**config.mk**
```make
export PLATFORM = sky130hd
export DESIGN_NAME = cfg_bank
export DESIGN_NICKNAME = d
export VERILOG_FILES = /design/src/rtl/cfg_bank_pkg.sv /design/src/rtl/cfg_spi_port.sv /design/src/rtl/cfg_regs.sv /design/src/rtl/cfg_pwr_ctl.sv /design/src/rtl/cfg_bank.sv
export SDC_FILE = /design/constraint.sdc
export NUM_CORES = 1
export LEC_CHECK = 0
export BUFFER_PORTS_ARGS = -buffer_cell sky130_fd_sc_hd__buf_2
export CAP_MARGIN = 20
export CELL_PAD_IN_SITES_DETAIL_PLACEMENT = 1
export CELL_PAD_IN_SITES_GLOBAL_PLACEMENT = 1
export CORE_ASPECT_RATIO = 1.1
export CORE_UTILIZATION = 43
export CTS_CLUSTER_DIAMETER = 150
export DETAILED_ROUTE_END_ITERATION = 10
export GPL_TIMING_DRIVEN = 0
export PLACE_DENSITY = 0.79
export SYNTH_ARGS = -nofsm -noshare
export SYNTH_HDL_FRONTEND = slang
export SYNTH_SLANG_ARGS = --single-unit
```
**constraint.sdc**
```tcl
create_clock -name clk -period 1.87 [get_ports clk]
set_input_delay 0 -clock clk [delete_from_list [all_inputs] [get_ports clk]]
set_output_delay 0 -clock clk [all_outputs]
set_load 0.02 [all_outputs]
```
**src/rtl/cfg_bank_pkg.sv**
```systemverilog
package cfg_bank_pkg;
  typedef enum logic [1:0] {
    PWR_ON   = 2'b00,
    PWR_OFF  = 2'b01,
    PWR_STBY = 2'b10
  } pwr_e;

  localparam int unsigned ADR_PORT  = 'h000;
  localparam int unsigned ADR_ID    = 'h001;
  localparam int unsigned ADR_GRADE = 'h002;
  localparam int unsigned ADR_MODE  = 'h008;
  localparam int unsigned ADR_OVR   = 'h02A;
  localparam int unsigned ADR_XFER  = 'h0FF;
endpackage

```
**src/rtl/cfg_spi_port.sv**
```systemverilog
module cfg_spi_port #(
  parameter int ADDR_W = 13,
  parameter int DATA_W = 8,
  parameter int SYNC_N = 2
) (
  input  logic              clk,
  input  logic              rst,
  input  logic              sclk,
  input  logic              csn,
  input  logic              mosi,
  input  logic              lsb_cfg,
  output logic              miso,
  output logic              miso_oe,
  output logic              cs_live,
  output logic              wr_en,
  output logic [ADDR_W-1:0] wr_addr,
  output logic [DATA_W-1:0] wr_data,
  output logic [ADDR_W-1:0] rd_addr,
  input  logic [DATA_W-1:0] rd_data
);
  localparam int IW = ADDR_W + 3;
  localparam int CW = $clog2(IW);

  typedef enum logic [1:0] {PH_IDLE, PH_INSTR, PH_DATA, PH_DONE} phase_e;

  logic [SYNC_N:0]   sclk_p, csn_p;
  logic [SYNC_N-1:0] mosi_p;
  logic rise, fall, cs_start, mosi_s;

  phase_e            phase;
  logic [IW-1:0]     sr, sr_nxt;
  logic [CW-1:0]     bcnt;
  logic              rd_q, lsb_q, load_q;
  logic [1:0]        cnt_q, bytes_q;
  logic [ADDR_W-1:0] addr_q, step;
  logic [DATA_W-1:0] tx_q, byte_nxt;

  always_ff @(posedge clk) begin
    if (rst) begin
      sclk_p <= '0;
      csn_p  <= '1;
      mosi_p <= '0;
    end else begin
      sclk_p <= {sclk_p[SYNC_N-1:0], sclk};
      csn_p  <= {csn_p[SYNC_N-1:0], csn};
      mosi_p <= {mosi_p[SYNC_N-2:0], mosi};
    end
  end

  assign rise     = sclk_p[SYNC_N-1] & ~sclk_p[SYNC_N];
  assign fall     = ~sclk_p[SYNC_N-1] & sclk_p[SYNC_N];
  assign cs_live  = ~csn_p[SYNC_N-1];
  assign cs_start = ~csn_p[SYNC_N-1] & csn_p[SYNC_N];
  assign mosi_s   = mosi_p[SYNC_N-1];

  assign sr_nxt   = lsb_q ? {mosi_s, sr[IW-1:1]} : {sr[IW-2:0], mosi_s};
  assign byte_nxt = lsb_q ? sr_nxt[IW-1 -: DATA_W] : sr_nxt[DATA_W-1:0];
  assign step     = lsb_q ? addr_q - 1'b1 : addr_q + 1'b1;

  always_ff @(posedge clk) begin
    if (rst) begin
      phase   <= PH_IDLE;
      sr      <= '0;
      bcnt    <= '0;
      rd_q    <= 1'b0;
      lsb_q   <= 1'b0;
      load_q  <= 1'b0;
      cnt_q   <= '0;
      bytes_q <= '0;
      addr_q  <= '0;
      tx_q    <= '0;
      wr_en   <= 1'b0;
      wr_addr <= '0;
      wr_data <= '0;
    end else begin
      wr_en  <= 1'b0;
      load_q <= 1'b0;
      if (!cs_live) begin
        phase <= PH_IDLE;
        bcnt  <= '0;
      end else if (cs_start) begin
        phase   <= PH_INSTR;
        lsb_q   <= lsb_cfg;
        bcnt    <= '0;
        bytes_q <= '0;
      end else if (rise) begin
        case (phase)
          PH_INSTR: begin
            sr <= sr_nxt;
            if (bcnt == CW'(IW - 1)) begin
              bcnt   <= '0;
              phase  <= PH_DATA;
              rd_q   <= sr_nxt[IW-1];
              cnt_q  <= sr_nxt[IW-2 -: 2];
              addr_q <= sr_nxt[ADDR_W-1:0];
              load_q <= sr_nxt[IW-1];
            end else begin
              bcnt <= bcnt + 1'b1;
            end
          end
          PH_DATA: begin
            sr <= sr_nxt;
            if (bcnt == CW'(DATA_W - 1)) begin
              bcnt    <= '0;
              addr_q  <= step;
              load_q  <= rd_q;
              bytes_q <= bytes_q + 1'b1;
              if (!rd_q) begin
                wr_en   <= 1'b1;
                wr_addr <= addr_q;
                wr_data <= byte_nxt;
              end
              if (cnt_q != 2'b11 && bytes_q == cnt_q) phase <= PH_DONE;
            end else begin
              bcnt <= bcnt + 1'b1;
            end
          end
          default: ;
        endcase
      end else if (fall && phase == PH_DATA && rd_q && bcnt != '0) begin
        tx_q <= lsb_q ? (tx_q >> 1) : (tx_q << 1);
      end
      if (load_q) tx_q <= rd_data;
    end
  end

  assign rd_addr = addr_q;
  assign miso    = lsb_q ? tx_q[0] : tx_q[DATA_W-1];
  assign miso_oe = cs_live && phase == PH_DATA && rd_q;
endmodule

```
**src/rtl/cfg_regs.sv**
```systemverilog
module cfg_regs
  import cfg_bank_pkg::*;
#(
  parameter int          ADDR_W  = 13,
  parameter int          DATA_W  = 8,
  parameter logic [7:0]  CHIP_ID = 8'h6C,
  parameter logic [1:0]  GRADE   = 2'b00
) (
  input  logic              clk,
  input  logic              rst,
  input  logic              wr_en,
  input  logic [ADDR_W-1:0] wr_addr,
  input  logic [DATA_W-1:0] wr_data,
  input  logic [ADDR_W-1:0] rd_addr,
  output logic [DATA_W-1:0] rd_data,
  output logic              lsb_first,
  output logic              soft_rst,
  output logic              xfer_pend,
  output logic [3:0]        act_mode,
  output logic              act_ovr
);
  localparam logic [ADDR_W-1:0] AP = ADDR_W'(ADR_PORT);
  localparam logic [ADDR_W-1:0] AI = ADDR_W'(ADR_ID);
  localparam logic [ADDR_W-1:0] AG = ADDR_W'(ADR_GRADE);
  localparam logic [ADDR_W-1:0] AM = ADDR_W'(ADR_MODE);
  localparam logic [ADDR_W-1:0] AO = ADDR_W'(ADR_OVR);
  localparam logic [ADDR_W-1:0] AX = ADDR_W'(ADR_XFER);

  // port_q = {bit6 lsb, bit5 srst, bit2 srst, bit1 lsb}
  logic [3:0] port_q;
  logic [3:0] sh_mode;
  logic       sh_ovr;
  wire        unused_wbits = ^{wr_data[DATA_W-1:7], wr_data[4:3]};

  assign lsb_first = port_q[3] | port_q[0];
  assign soft_rst  = port_q[2] | port_q[1];

  always_ff @(posedge clk) begin
    if (rst || soft_rst) begin
      port_q    <= '0;
      sh_mode   <= '0;
      act_mode  <= '0;
      sh_ovr    <= 1'b1;
      act_ovr   <= 1'b1;
      xfer_pend <= 1'b0;
    end else begin
      if (xfer_pend) begin
        act_mode  <= sh_mode;
        act_ovr   <= sh_ovr;
        xfer_pend <= 1'b0;
      end
      if (wr_en) begin
        case (wr_addr)
          AP: port_q    <= {wr_data[6], wr_data[5], wr_data[2], wr_data[1]};
          AM: sh_mode   <= {wr_data[5], wr_data[2:0]};
          AO: sh_ovr    <= wr_data[0];
          AX: xfer_pend <= wr_data[0];
          default: ;
        endcase
      end
    end
  end

  always_comb begin
    rd_data = '0;
    case (rd_addr)
      AP: rd_data[7:0] = {1'b0, port_q[3], port_q[2], 2'b11, port_q[1], port_q[0], 1'b0};
      AI: rd_data[7:0] = CHIP_ID;
      AG: rd_data[5:4] = GRADE;
      AM: begin
        rd_data[5]   = act_mode[3];
        rd_data[2:0] = act_mode[2:0];
      end
      AO: rd_data[0] = act_ovr;
      AX: rd_data[0] = xfer_pend;
      default: ;
    endcase
  end
endmodule

```
**src/rtl/cfg_pwr_ctl.sv**
```systemverilog
module cfg_pwr_ctl
  import cfg_bank_pkg::*;
#(
  parameter int SYNC_N = 2
) (
  input  logic       clk,
  input  logic       rst,
  input  logic       ext_pd,
  input  logic [3:0] act_mode,
  input  logic       act_ovr,
  output logic [1:0] pwr_state,
  output logic       ovr_en
);
  logic [SYNC_N-1:0] pd_sync;
  pwr_e              pwr_q, pwr_nxt;

  always_comb begin
    if (pd_sync[SYNC_N-1]) begin
      pwr_nxt = act_mode[3] ? PWR_STBY : PWR_OFF;
    end else begin
      case (act_mode[2:0])
        3'b001:  pwr_nxt = PWR_OFF;
        3'b010:  pwr_nxt = PWR_STBY;
        default: pwr_nxt = PWR_ON;
      endcase
    end
  end

  always_ff @(posedge clk) begin
    if (rst) begin
      pd_sync <= '0;
      pwr_q   <= PWR_ON;
      ovr_en  <= 1'b1;
    end else begin
      pd_sync <= {pd_sync[SYNC_N-2:0], ext_pd};
      pwr_q   <= pwr_nxt;
      ovr_en  <= act_ovr;
    end
  end

  assign pwr_state = pwr_q;
endmodule

```
**src/rtl/cfg_bank.sv**
```systemverilog
module cfg_bank #(
  parameter int         ADDR_W  = 13,
  parameter int         DATA_W  = 8,
  parameter int         SYNC_N  = 2,
  parameter logic [7:0] CHIP_ID = 8'h6C,
  parameter logic [1:0] GRADE   = 2'b00
) (
  input  logic       clk,
  input  logic       rst,
  input  logic       spi_sclk,
  input  logic       spi_csn,
  input  logic       spi_mosi,
  output logic       spi_miso,
  output logic       spi_miso_oe,
  input  logic       ext_pd,
  output logic [1:0] pwr_state,
  output logic       ovr_en
);
  logic              wr_en, lsb_first, soft_rst, xfer_pend, act_ovr, cs_live;
  logic [ADDR_W-1:0] wr_addr, rd_addr;
  logic [DATA_W-1:0] wr_data, rd_data;
  logic [3:0]        act_mode;

  cfg_spi_port #(.ADDR_W(ADDR_W), .DATA_W(DATA_W), .SYNC_N(SYNC_N)) u_spi (
    .clk(clk), .rst(rst), .sclk(spi_sclk), .csn(spi_csn), .mosi(spi_mosi),
    .lsb_cfg(lsb_first), .miso(spi_miso), .miso_oe(spi_miso_oe), .cs_live(cs_live),
    .wr_en(wr_en), .wr_addr(wr_addr), .wr_data(wr_data),
    .rd_addr(rd_addr), .rd_data(rd_data)
  );

  cfg_regs #(.ADDR_W(ADDR_W), .DATA_W(DATA_W), .CHIP_ID(CHIP_ID), .GRADE(GRADE)) u_regs (
    .clk(clk), .rst(rst), .wr_en(wr_en), .wr_addr(wr_addr), .wr_data(wr_data),
    .rd_addr(rd_addr), .rd_data(rd_data), .lsb_first(lsb_first),
    .soft_rst(soft_rst), .xfer_pend(xfer_pend), .act_mode(act_mode), .act_ovr(act_ovr)
  );

  cfg_pwr_ctl #(.SYNC_N(SYNC_N)) u_pwr (
    .clk(clk), .rst(rst), .ext_pd(ext_pd), .act_mode(act_mode), .act_ovr(act_ovr),
    .pwr_state(pwr_state), .ovr_en(ovr_en)
  );
endmodule

```
======== Word level (Yosys, flattened, before mapping) ========
Cells that the tools add are included.
operators by class
  $add $sub $neg .......................... 4
  eq/ne operators ......................... 24
  multiplexer cells ....................... 39
  bitwise operators ....................... 15
  reductions and logical operators ........ 36
operators by type and width
  cell                   count
  $mux 8                 6
  $mux 13                3
  $eq 13x4->1 const B    2
  $eq 13x6->1 const B    2
  $eq 13x8->1 const B    2
  $logic_not 13->1       2
  $pmux 13 s2            1
  $mux 2                 9
  $mux 16                1
  $reduce_and 5->1       3
  $add 13x1->13 const B  1
  $eq 13x1->1 const B    1
  $sub 13x1->13 const B  1
  $reduce_and 4->1       3
  $reduce_and 6->1       2
  $not 1->1              10
  $reduce_and 2->1       5
  $reduce_bool 2->1      5
  $ne 3x1->1 const B     3
  $mux 1                 8
  $mux 4                 2
  $ne 2x2->1 const B     4
  $pmux 2 s2             2
  $pmux 4 s2             1
  other kinds (24)       39
storage, ports and cells
  bits in registers ....................... 99
  input port bits ......................... 6
  output and inout port bits .............. 5

======== Logic depth before layout (Yosys ltp) ========
Gate-level depths: netlist (run 1).
  depth after elaboration ................. 10
  gate-level depth with buffers ........... 9
  depth with buffers taken out ............ 7

======== Hierarchy ========
Synthesis (run 1) repeated with hierarchy kept, for this count alone.
second synthesis, totals
  cell total of the unflattened synthesis .. 593
  area, all modules ....................... 5002.3 µm²
modules (own cells, without submodules)
  module        instances  cells an instance  area each (µm²)  seq. area each (µm²)
  cfg_spi_port  1          486                4038.9           1601.5
  cfg_regs      1          93                 803.3            300.3
  cfg_pwr_ctl   1          14                 160.2            100.1

======== Worst setup path after synthesis (run 1) ========
Ideal clock, no wire load.
  path type ............................... reg2reg
  from .................................... register u_spi.phase[0]
  to ...................................... register u_spi.sr[10]
  setup time .............................. 86 ps
  arrival time ............................ 1862 ps
  required time ........................... 1784 ps
  path slack .............................. -78 ps
  cell stages (with the launch flop) ...... 8
  cells stage by stage .................... dfxtp_1 > inv_1 > ha_1 > or3b_2 > nor3_2 > buf_2 > nor2_1 > a211oi_1
on the way
  cells in the longest elaborated chain, start to end .. 3
RTL lines
  element                                   RTL line             text
  start, declared                           cfg_spi_port.sv:30   phase_e phase;
  start signal, assigned                    cfg_spi_port.sv:62   phase <= PH_IDLE;
  start signal, assigned                    cfg_spi_port.sv:79   phase <= PH_IDLE;
  start signal, assigned                    cfg_spi_port.sv:82   phase <= PH_INSTR;
  $eq 2x1->1 or $eq 2x2->1 (tied branches)  cfg_spi_port.sv:87   case (phase)
  $reduce_or 2->1 (no source line) *        -
  $reduce_and 4->1 (no source line) *       -
  end signal, assigned                      cfg_spi_port.sv:89   sr <= sr_nxt;
  end signal, assigned                      cfg_spi_port.sv:102  sr <= sr_nxt;
  end, declared                             cfg_spi_port.sv:31   logic [IW-1:0] sr, sr_nxt;
Every way passes the cells marked *; elsewhere a longest branch is shown, timed or not.
A chain may end at the register's enable or synchronous reset.

======== Final worst setup path (run 1) ========
  from .................................... register u_spi.bcnt[0]
  to ...................................... register u_spi.addr_q[9] (netlist: u_spi.rd_addr[9])
on the way
  cells in the longest elaborated chain, start to end .. 3
RTL lines
  element                                   RTL line                                 text
  start, declared                           cfg_spi_port.sv:32                       logic [CW-1:0] bcnt;
  start signal, assigned                    cfg_spi_port.sv:98                       bcnt <= bcnt + 1'b1;
  start signal, assigned                    cfg_spi_port.sv:115                      bcnt <= bcnt + 1'b1;
  $eq 4x3->1 or $eq 4x4->1 (tied branches)  cfg_spi_port.sv:103, cfg_spi_port.sv:90
  $ne 2x1->1 (no source line)               -
  $reduce_and 6->1 (no source line) *       -
  end signal, assigned                      cfg_spi_port.sv:95                       addr_q <= sr_nxt[ADDR_W-1:0];
  end signal, assigned                      cfg_spi_port.sv:105                      addr_q <= step;
  end, declared                             cfg_spi_port.sv:35                       logic [ADDR_W-1:0] addr_q, step;
Marks and branches as above.

==> results of run 1 <==
-- through the flow --
| step | worst slack, ns | utilization [%] | instances |
|---|---|---|---|
| global route | -0.118 | 57.1 | 774 |
| detailed placement | -0.354 | 46.5 | 723 |
| CTS | -0.0420 | 54.1 | 760 |
| global placement | -0.338 | 46.5 | 723 |
| finish | -0.105 | 57.1 | 774 |
| floorplan | 0.0466 | - | 566 |
-- per-layer routing --
| layer | vias up | GRT usage (%) | part of all wire (%) |
|---|---|---|---|
| li1 | 2162 | - | - |
| met1 | 2351 | 33.9 | 39 |
| met2 | 123 | 52.3 | 51 |
| met3 | 57 | 4.82 | 3.8 |
| met4 | 0 | 17.7 | 5.4 |
| met5 | - | 0 | 0 |
-- cell families after synthesis --
| logic type | count (synthesis) |
|---|---|
| AO/OA/AOI/OAI | 137 |
| adder cells (fa/ha/maj) | 9 |
| AND/OR/NAND/NOR | 240 |
| flip-flops | 97 |
| buffers and inverters | 53 |
| multiplexers | 27 |
| XOR/XNOR | 3 |
-- worst max-delay path: stages, from the launching register on --
cell and delay (ns):
dfxtp_4 0.38, ha_4 0.14, and4b_1 0.21, clkbuf_8 0.16, buf_6 0.13, nand4b_1 0.16
or4_1 0.47, o211ai_1 0.22
-- placed cells by master (no fill, tap or decap), types with 6 or more instances in the layout --
cell type and instances:
nand4_1 6, or2_2 6, nor3_1 18, a31oi_1 7
clkbuf_8 6, a211oi_2 12, o21ai_0 10, nor2_1 58
buf_2 12, nand2_1 52, buf_4 29, nor2b_1 14
buf_8 6, a211oi_1 15, inv_1 10, buf_6 11
a21oi_1 44, clkbuf_1 10, dfxtp_1 88, mux2i_1 26
clkbuf_16 9, nand2b_1 6, nand3_1 16, o22ai_1 6
-- state kept, by name (all words and copies together), names as in the netlist, 2 cells and up --
register / flops
u_spi.sr: 16
u_spi.rd_addr: 13
u_spi.wr_addr: 13
u_spi.tx_q: 8
u_spi.wr_data: 5
u_regs.act_mode: 4
u_regs.port_q: 4
u_regs.sh_mode: 4
u_spi.bcnt: 4
u_spi.csn_p: 3
u_spi.sclk_p: 3
u_pwr.pd_sync: 2
u_pwr.pwr_state: 2
u_spi.bytes_q: 2
u_spi.cnt_q: 2
u_spi.mosi_p: 2
u_spi.phase: 2
-- cell type report --
type,count,area [µm²]
plain buffers,37,327
inverters,14,56.3
flip-flops and latches,97,1960
multi-input cells,417,2960
well taps,147,184
repair buffers,46,369
clock buffers,9,225
clock inverters,7,141
fillers,1268,4680
-- worst paths after layout --
check | startpoint | depth (start not counted) | end
setup / recovery | u_spi.bcnt[0] | 7 | u_spi.rd_addr[9]
hold reg to reg | u_spi.csn_p[0] | 1 | u_spi.csn_p[1]
setup reg to reg | u_spi.bcnt[0] | 7 | u_spi.rd_addr[9]
hold / removal | rst | 3 | u_spi.rd_addr[9]
-- report_power, final --
| group | switching [µW] | total [µW] | internal (µW) |
|---|---|---|---|
| logic | 107 | 163 | 55.9 |
| registers | 8.69 | 2080 | 2070 |
| clock network | 842 | 2290 | 1450 |
| total | 958 | 4530 | 3570 |
-- repair_timing --
| item | 4_1_cts | 5_1_grt |
|---|---|---|
| hold buffers | 4 | 0 |
| gates resized for setup | 69 | 58 |
| hold endpoints to repair | 4 | 0 |
| buffers inserted | 16 | 15 |
| pin swaps | 10 | 37 |
| setup endpoints to repair | 69 | 60 |
| gates cloned | 2 | 0 |
==> results.cfg, run 1 <==
[outcome]
outcome = complete, but fails checks
violations = negative setup slack

[setup_path]
critPathCaptureType = flop
crit_arrival_ns = 2.24
worstPathRequired_ns = 2.13
cp_max_fo = 5
r2r_setup_slack_ns = -0.11
startpoint_type = flop
path_class = flop to flop

[sta]
drv_slew = 0
skew_ns = 0.00722
hold_viol = 0
max-slew-margin-rel_pct = 50.3
fin_crit_ns = 1.98
worst-slew-pin-transition_ns = 0.745
setup_viol = 7
tns_ns = -0.212
post-route-period-util_pct = 106
finalHoldWorstSlack_ns = 0.159
rsz0062_at_grt = true
max_freq_mhz = 506
setup_slack_ns = -0.105

[routing]
first_pass_iters = 4
remaining_drc_errors = 0
ant_nets = 0
drt_iter0_drc = 214
drt-total-wl_mm = 17.2
vias = 4693
viasPerCell = 6.06
detail_route.wl_per_cell_um = 22.2

[placement]
port_buffers = 10
place.gp.congestion = 0.843
place_area_mm2 = 0.00508
dp_hpwl_mm = 10.8

[die]
die-area_mm2 = 0.0116
start_util_pct = 44.2
dieHeight_um = 113
pin_count = 11
floorplan.rows = 40
core_mm2 = 0.0109
die_w_um = 103

[synthesis]
synthTopCellsByArea = dfxtp_1, mux2i_1, a21oi_1, nor2_1, a211oi_1
synth_cells = 566
synth-seq-cells = 97
avgSynthCellArea_um2 = 8.52
synthDistinctLibCells = 72
muxShareOfSynthArea_pct = 5.63
async_flop_share_pct = 0
synth_fa_ha_area_share_pct = 2.34
synth_most_common_cell = dfxtp_1
synth_edf_count = 0
synth_top_family_by_area = simple AND/OR/NAND/NOR gates
synth_common_cells = dfxtp_1, nor2_1, nand2_1, a21oi_1, a211oi_1
ys_seq_area_share_pct = 40.3
syn-cell-area_mm2 = 0.00482
yosys.area_share.simple_pct = 26.2
yosys_warnings = 0
netlist.top_cell.by_area = dfxtp_1
synthFlopType = dfxtp_1
synthesis.nets = 581
synth_compound_area_share_pct = 18.7
synth_xor_area_share_pct = 0.545
synth_top_area_share_pct = 40.3

[cts]
cts_tree = done
cts.sinks = 97
root_buffer = clkbuf_16
cts_htree_levels = 3
clk_latency_ns = 0.36
cts_max_path_buffers = 2
cts_buffers = 9
clkSlewWorstSetupHoldPaths_ns = 0.07

[pwr]
vdd_drop_max_mv = 0.485
total_power_uw = 4530
power_density_mw_per_mm2 = 727
p_leak_uw = 0.00213

[hold_path]
hp-class = primary input to flop

[global_route]
grt_usage_pct = 30.0
antenna_found_initial = 0
grt_start_max_net_pins = 17
gr-total-overflow = 0
grt_pass1_vias = 4903
grt_pass1_wl_mm = 26.1

[final_layout]
drive_gt1_share_pct = 27.1
nets = 637
fin_area_mm2 = 0.00623
synthToLayoutAreaGrowth_pct = 29.1
n_antenna_cell = 0

[job]
max_cap_violations = 0
Note: power is estimated with default switching activity, not from simulation.
==> run 2: changes to the inputs <==
--- a/config.mk
+++ b/config.mk
@@ -8,11 +8,13 @@
 export BUFFER_PORTS_ARGS = -buffer_cell sky130_fd_sc_hd__buf_2
 export CAP_MARGIN = 20
 export CELL_PAD_IN_SITES_DETAIL_PLACEMENT = 1
-export CELL_PAD_IN_SITES_GLOBAL_PLACEMENT = 1
+export CELL_PAD_IN_SITES_GLOBAL_PLACEMENT = 2
 export CORE_ASPECT_RATIO = 1.1
-export CORE_UTILIZATION = 43
+export CORE_UTILIZATION = 35
 export CTS_CLUSTER_DIAMETER = 150
+export CTS_CLUSTER_SIZE = 30
 export DETAILED_ROUTE_END_ITERATION = 10
+export GPL_ROUTABILITY_DRIVEN = 0
 export GPL_TIMING_DRIVEN = 0
 export PLACE_DENSITY = 0.79
 export SYNTH_ARGS = -nofsm -noshare
==> results.cfg, run 2 (synthesis results as in run 1) <==
[placement]
dp_hpwl_mm = 11.2
place_area_mm2 = 0.00512
place_ws_ns = -0.401
port_buffers = 10

[sta]
worst-slew-pin-transition_ns = 0.765
max_freq_mhz = 512
setup_slack_ns = -0.0819
max-slew-margin-rel_pct = 49.0
fin_crit_ns = 1.95
skew_ns = 0.00717
rsz0062_at_grt = true
drv_slew = 0
setup_viol = 3
post-route-period-util_pct = 104
hold_viol = 0

[routing]
remaining_drc_errors = 0
ant_nets = 0
drt_iter0_drc = 165
viasPerCell = 5.67
vias = 4587
first_pass_iters = 4
drt-total-wl_mm = 16.5
detail_route.wl_per_cell_um = 20.4

[pwr]
vdd_drop_max_mv = 0.316
power_density_mw_per_mm2 = 678
internal_power_uw = 3370
comb_power_share_pct = 3.8
switching_share_pct = 21.7
p_leak_uw = 0.00211
p_clk_share_pct = 47.9
pwr-share-seq_pct = 48.3
p_switching_uw = 934

[die]
die-area_mm2 = 0.0143
die_w_um = 114
pin_count = 11
dieHeight_um = 125
start_util_pct = 36.2
floorplan.rows = 44
core_mm2 = 0.0133

[final_layout]
fin_area_mm2 = 0.00634
layout_common_cells = dfxtp_1, nor2_1, nand2_1
layout_commonest_cell = dfxtp_1
post-route-util_pct = 47.6
synthToLayoutAreaGrowth_pct = 31.5
drive_gt1_share_pct = 27.7
n_antenna_cell = 0
nets = 636
largest_reg_flops = 16
regMostFlops = u_spi.sr

[setup_path]
reg2reg_from = u_spi.bcnt[0]
r2r_setup_slack_ns = -0.08
path_class = flop to flop
rr_worst_depth = 7
startpoint_type = flop
crit_arrival_ns = 2.21
cp_max_fo = 5
worstReg2RegEnd = u_spi.rd_addr[9]
critPathCaptureType = flop
worstPathRequired_ns = 2.13

[hold_path]
hold_path_end = u_spi.rd_addr[9]
min_from = rst
hp-class = primary input to flop
hold_depth = 3

[cts]
cts_max_path_buffers = 2
root_buffer = clkbuf_16
cts_htree_levels = 3
cts_tree = done
cts_buffers = 9
clkSlewWorstSetupHoldPaths_ns = 0.07
cts.sinks = 97
clk_latency_ns = 0.35

[global_route]
grt_pass1_wl_mm = 25.0
gr-total-overflow = 0
grt_usage_pct = 23.2
grt_start_max_net_pins = 16
antenna_found_initial = 0
grt_pass1_vias = 4532

[outcome]
violations = negative setup slack
outcome = complete, but fails checks

[job]
max_cap_violations = 0
[run 2: cell count changes in the layout (fill, tap and decap cells not counted), sizes merged]
cell,previous run,this run
bufinv,4,2
buf,59,56
inv,14,13
clkbuf,28,32
[run 2: power by group through the flow]
stage | registers, µW | clock network (µW) | logic (µW)
final | 2080 | 2060 | 163
after global routing | 2080 | 2180 | 173
after CTS | 2080 | 2100 | 157
after detailed placement | 2130 | 0 | 140
after global placement | 2130 | 0 | 138
after floorplan | 2130 | 0 | 88.8
[run 2: layer usage]
metal	track usage, %	wire length, µm	part of all wire (%)
met5	0	0	0
met2	39.6	8430	51
met1	27.3	6970	42
met3	3.05	425	2.6
met4	14.4	710	4.3
[run 2: area by class of cell]
class	instances	area [µm²]
Buffer	34	293
Clock inverter	4	76.3
Timing Repair Buffer	48	465
Sequential cell	97	1970
Tap cell	184	230
Fill cell	1569	6980
Inverter	14	58.8
Multi-Input combinational cell	417	2990
Clock buffer	11	253
[run 2: critical path, cell delays in order (launching register included)]
cell,delay (ns)
dfxtp_4,0.37
ha_4,0.15
and4b_1,0.23
buf_8,0.14
buf_6,0.12
nand4b_1,0.15
or4_1,0.48
o211ai_1,0.22
[run 2: worst max-delay path by stage]
stage                                start           endpoint  cells after the start
after floorplan             u_spi.phase[0]        u_spi.sr[2]                      7
after global placement      u_spi.csn_p[1]      u_spi.tx_q[2]                      6
after detailed placement    u_spi.csn_p[1]      u_spi.tx_q[2]                      6
after CTS                 u_spi.rd_addr[5]  u_spi.rd_addr[11]                      6
after global routing         u_spi.bcnt[0]   u_spi.rd_addr[9]                      7
final                        u_spi.bcnt[0]   u_spi.rd_addr[9]                      7
[run 2: what timing repair did]
| action | in CTS | in global routing |
|---|---|---|
| gates cloned | 2 | 2 |
| endpoints found under the setup margin | 72 | 53 |
| hold endpoints to repair | 4 | 0 |
| pin swaps | 13 | 30 |
| buffers inserted | 13 | 18 |
| resized for setup | 70 | 67 |
| hold buffers | 4 | 0 |
[run 2: metrics by stage]
step                      std cells  hold slack (ns)  setup TNS, ns  power, µW
final                           809            0.124         -0.105       4300
after global routing            809            0.145         -0.570       4430
after CTS                       793            0.111        -0.0447       4340
after detailed placement        760            0.186         -14.66       2270
after global placement          760            0.187         -11.78       2270
after floorplan                 566            0.104              0       2220
==> run 3: changes to the inputs <==
--- a/config.mk
+++ b/config.mk
@@ -16,7 +16,7 @@
 export DETAILED_ROUTE_END_ITERATION = 10
 export GPL_ROUTABILITY_DRIVEN = 0
 export GPL_TIMING_DRIVEN = 0
-export PLACE_DENSITY = 0.79
+export PLACE_DENSITY_LB_ADDON = 0.1
 export SYNTH_ARGS = -nofsm -noshare
 export SYNTH_HDL_FRONTEND = slang
 export SYNTH_SLANG_ARGS = --single-unit
==> results.cfg, run 3 (synthesis results as in run 1) <==
[outcome]
outcome = complete, but fails checks
violations = negative setup slack

[die]
die-area_mm2 = 0.0143
floorplan.rows = 44
core_mm2 = 0.0133
start_util_pct = 36.2
dieHeight_um = 125
pin_count = 11
die_w_um = 114

[routing]
detail_route.wl_per_cell_um = 20.9
first_pass_iters = 4
remaining_drc_errors = 0
viasPerCell = 5.56
drt_iter0_drc = 164
ant_nets = 0
drt-total-wl_mm = 16.8
vias = 4480

[setup_path]
cp_max_fo = 9
startpoint_type = flop
critPathCaptureType = flop
worstPathRequired_ns = 2.15
crit_arrival_ns = 2.18
path_class = flop to flop

[sta]
worst-slew-pin-transition_ns = 0.794
hold_viol = 0
max-slew-margin-rel_pct = 47.1
skew_ns = 0.00973
drv_slew = 0
fin_crit_ns = 1.90
post-route-period-util_pct = 102
max_freq_mhz = 526
rsz0062_at_grt = true
setup_viol = 4
finalHoldWorstSlack_ns = 0.0876
setup_slack_ns = -0.0297

[final_layout]
nFillCells = 1531
regArea_mm2 = 0.00197
regMostFlops = u_spi.sr
multi_input_area_mm2 = 0.00304
largest_reg_flops = 16
n_antenna_cell = 0
nets = 632
synthToLayoutAreaGrowth_pct = 31.1
layout_commonest_cell = dfxtp_1
layout_common_cells = dfxtp_1, nor2_1, nand2_1
drive_gt1_share_pct = 29.4

[global_route]
grt_pass1_wl_mm = 26.3
antenna_found_initial = 0
grt_usage_pct = 24.5
gr-total-overflow = 0
grt_start_max_net_pins = 17
grt_pass1_vias = 4644

[cts]
cts_tree = done
cts_max_path_buffers = 2
clkSlewWorstSetupHoldPaths_ns = 0.07
root_buffer = clkbuf_16
cts_buffers = 9
clk_latency_ns = 0.36
cts.sinks = 97
cts_htree_levels = 3

[placement]
port_buffers = 10
dp_hpwl_mm = 11.7

[pwr]
vdd_drop_max_mv = 0.398
total_power_uw = 4310
power_density_mw_per_mm2 = 683
p_leak_uw = 0.00207

[job]
max_cap_violations = 0

[hold_path]
hp-class = primary input to flop
## run 3: cell types whose count changed in the layout (fill, tap and decap cells not counted), sizes merged
cell and change:
buf -2, clkbuf -3, clkinv -1, clkinvlp +1, inv +2
## run 3: path summary, 6_finish.rpt
path / from / to / slack [ns] / depth (start not counted)
max: u_spi.rd_addr[5] / u_spi.rd_addr[11] / -0.03 / 6
min: rst / u_regs.port_q[3] / 0.09 / 4
max reg2reg: u_spi.rd_addr[5] / u_spi.rd_addr[11] / -0.03 / 6
min reg2reg: u_spi.csn_p[0] / u_spi.csn_p[1] / 0.41 / 1
## run 3: layer usage
metal	up-vias	global-route usage [%]	share of wire, %
met2	44	44.7	54
met1	2248	28.6	41
met4	0	10.6	2.3
li1	2162	-	-
met5	-	0	0
met3	26	2.91	2.1
## run 3: final cells by class
| class | count | share of cell area, % |
|---|---|---|
| clock buffer | 10 | 3.78 |
| sequential | 97 | 31.1 |
| tap | 184 | 3.64 |
| multi-input combinational | 417 | 48.1 |
| buffer | 36 | 4.97 |
| clock inverter | 6 | 1.41 |
| timing repair buffer | 42 | 6.12 |
| inverter | 14 | 0.871 |
## run 3: timing repair
| item | in CTS | in global routing |
|---|---|---|
| resized for setup | 62 | 84 |
| setup endpoints to repair | 71 | 59 |
| hold buffers | 4 | 0 |
| endpoints found under the hold margin | 4 | 0 |
| gates cloned | 3 | 3 |
| pin swaps | 11 | 33 |
| buffers inserted | 10 | 13 |
## run 3: critical path, cell delays in order, from the launching register on
cell	delay (ns)
dfxtp_1	0.31
buf_6	0.14
or4_4	0.55
nor4_4	0.17
a32oi_2	0.10
or4_1	0.41
a31oi_1	0.16
## run 3: through the flow
step	worst slack (ns)	utilization, %	std cells	setup TNS, ns	instance area, µm²
final	-0.0297	47.4	806	-0.0449	6320
after detailed placement	-0.447	38.5	760	-14.86	5120
after global placement	-0.399	38.5	760	-12.19	5120
after floorplan	0.0466	-	566	0	4840
after CTS	-0.0308	43.9	791	-0.0308	5850
after global routing	-0.0869	47.4	806	-1.83	6320
## run 3: report_power, final
| part | total, µW | internal [µW] | switching [µW] |
|---|---|---|---|
| sequential | 2080 | 2070 | 9.14 |
| combinational | 167 | 58.8 | 108 |
| clock | 2070 | 1210 | 856 |
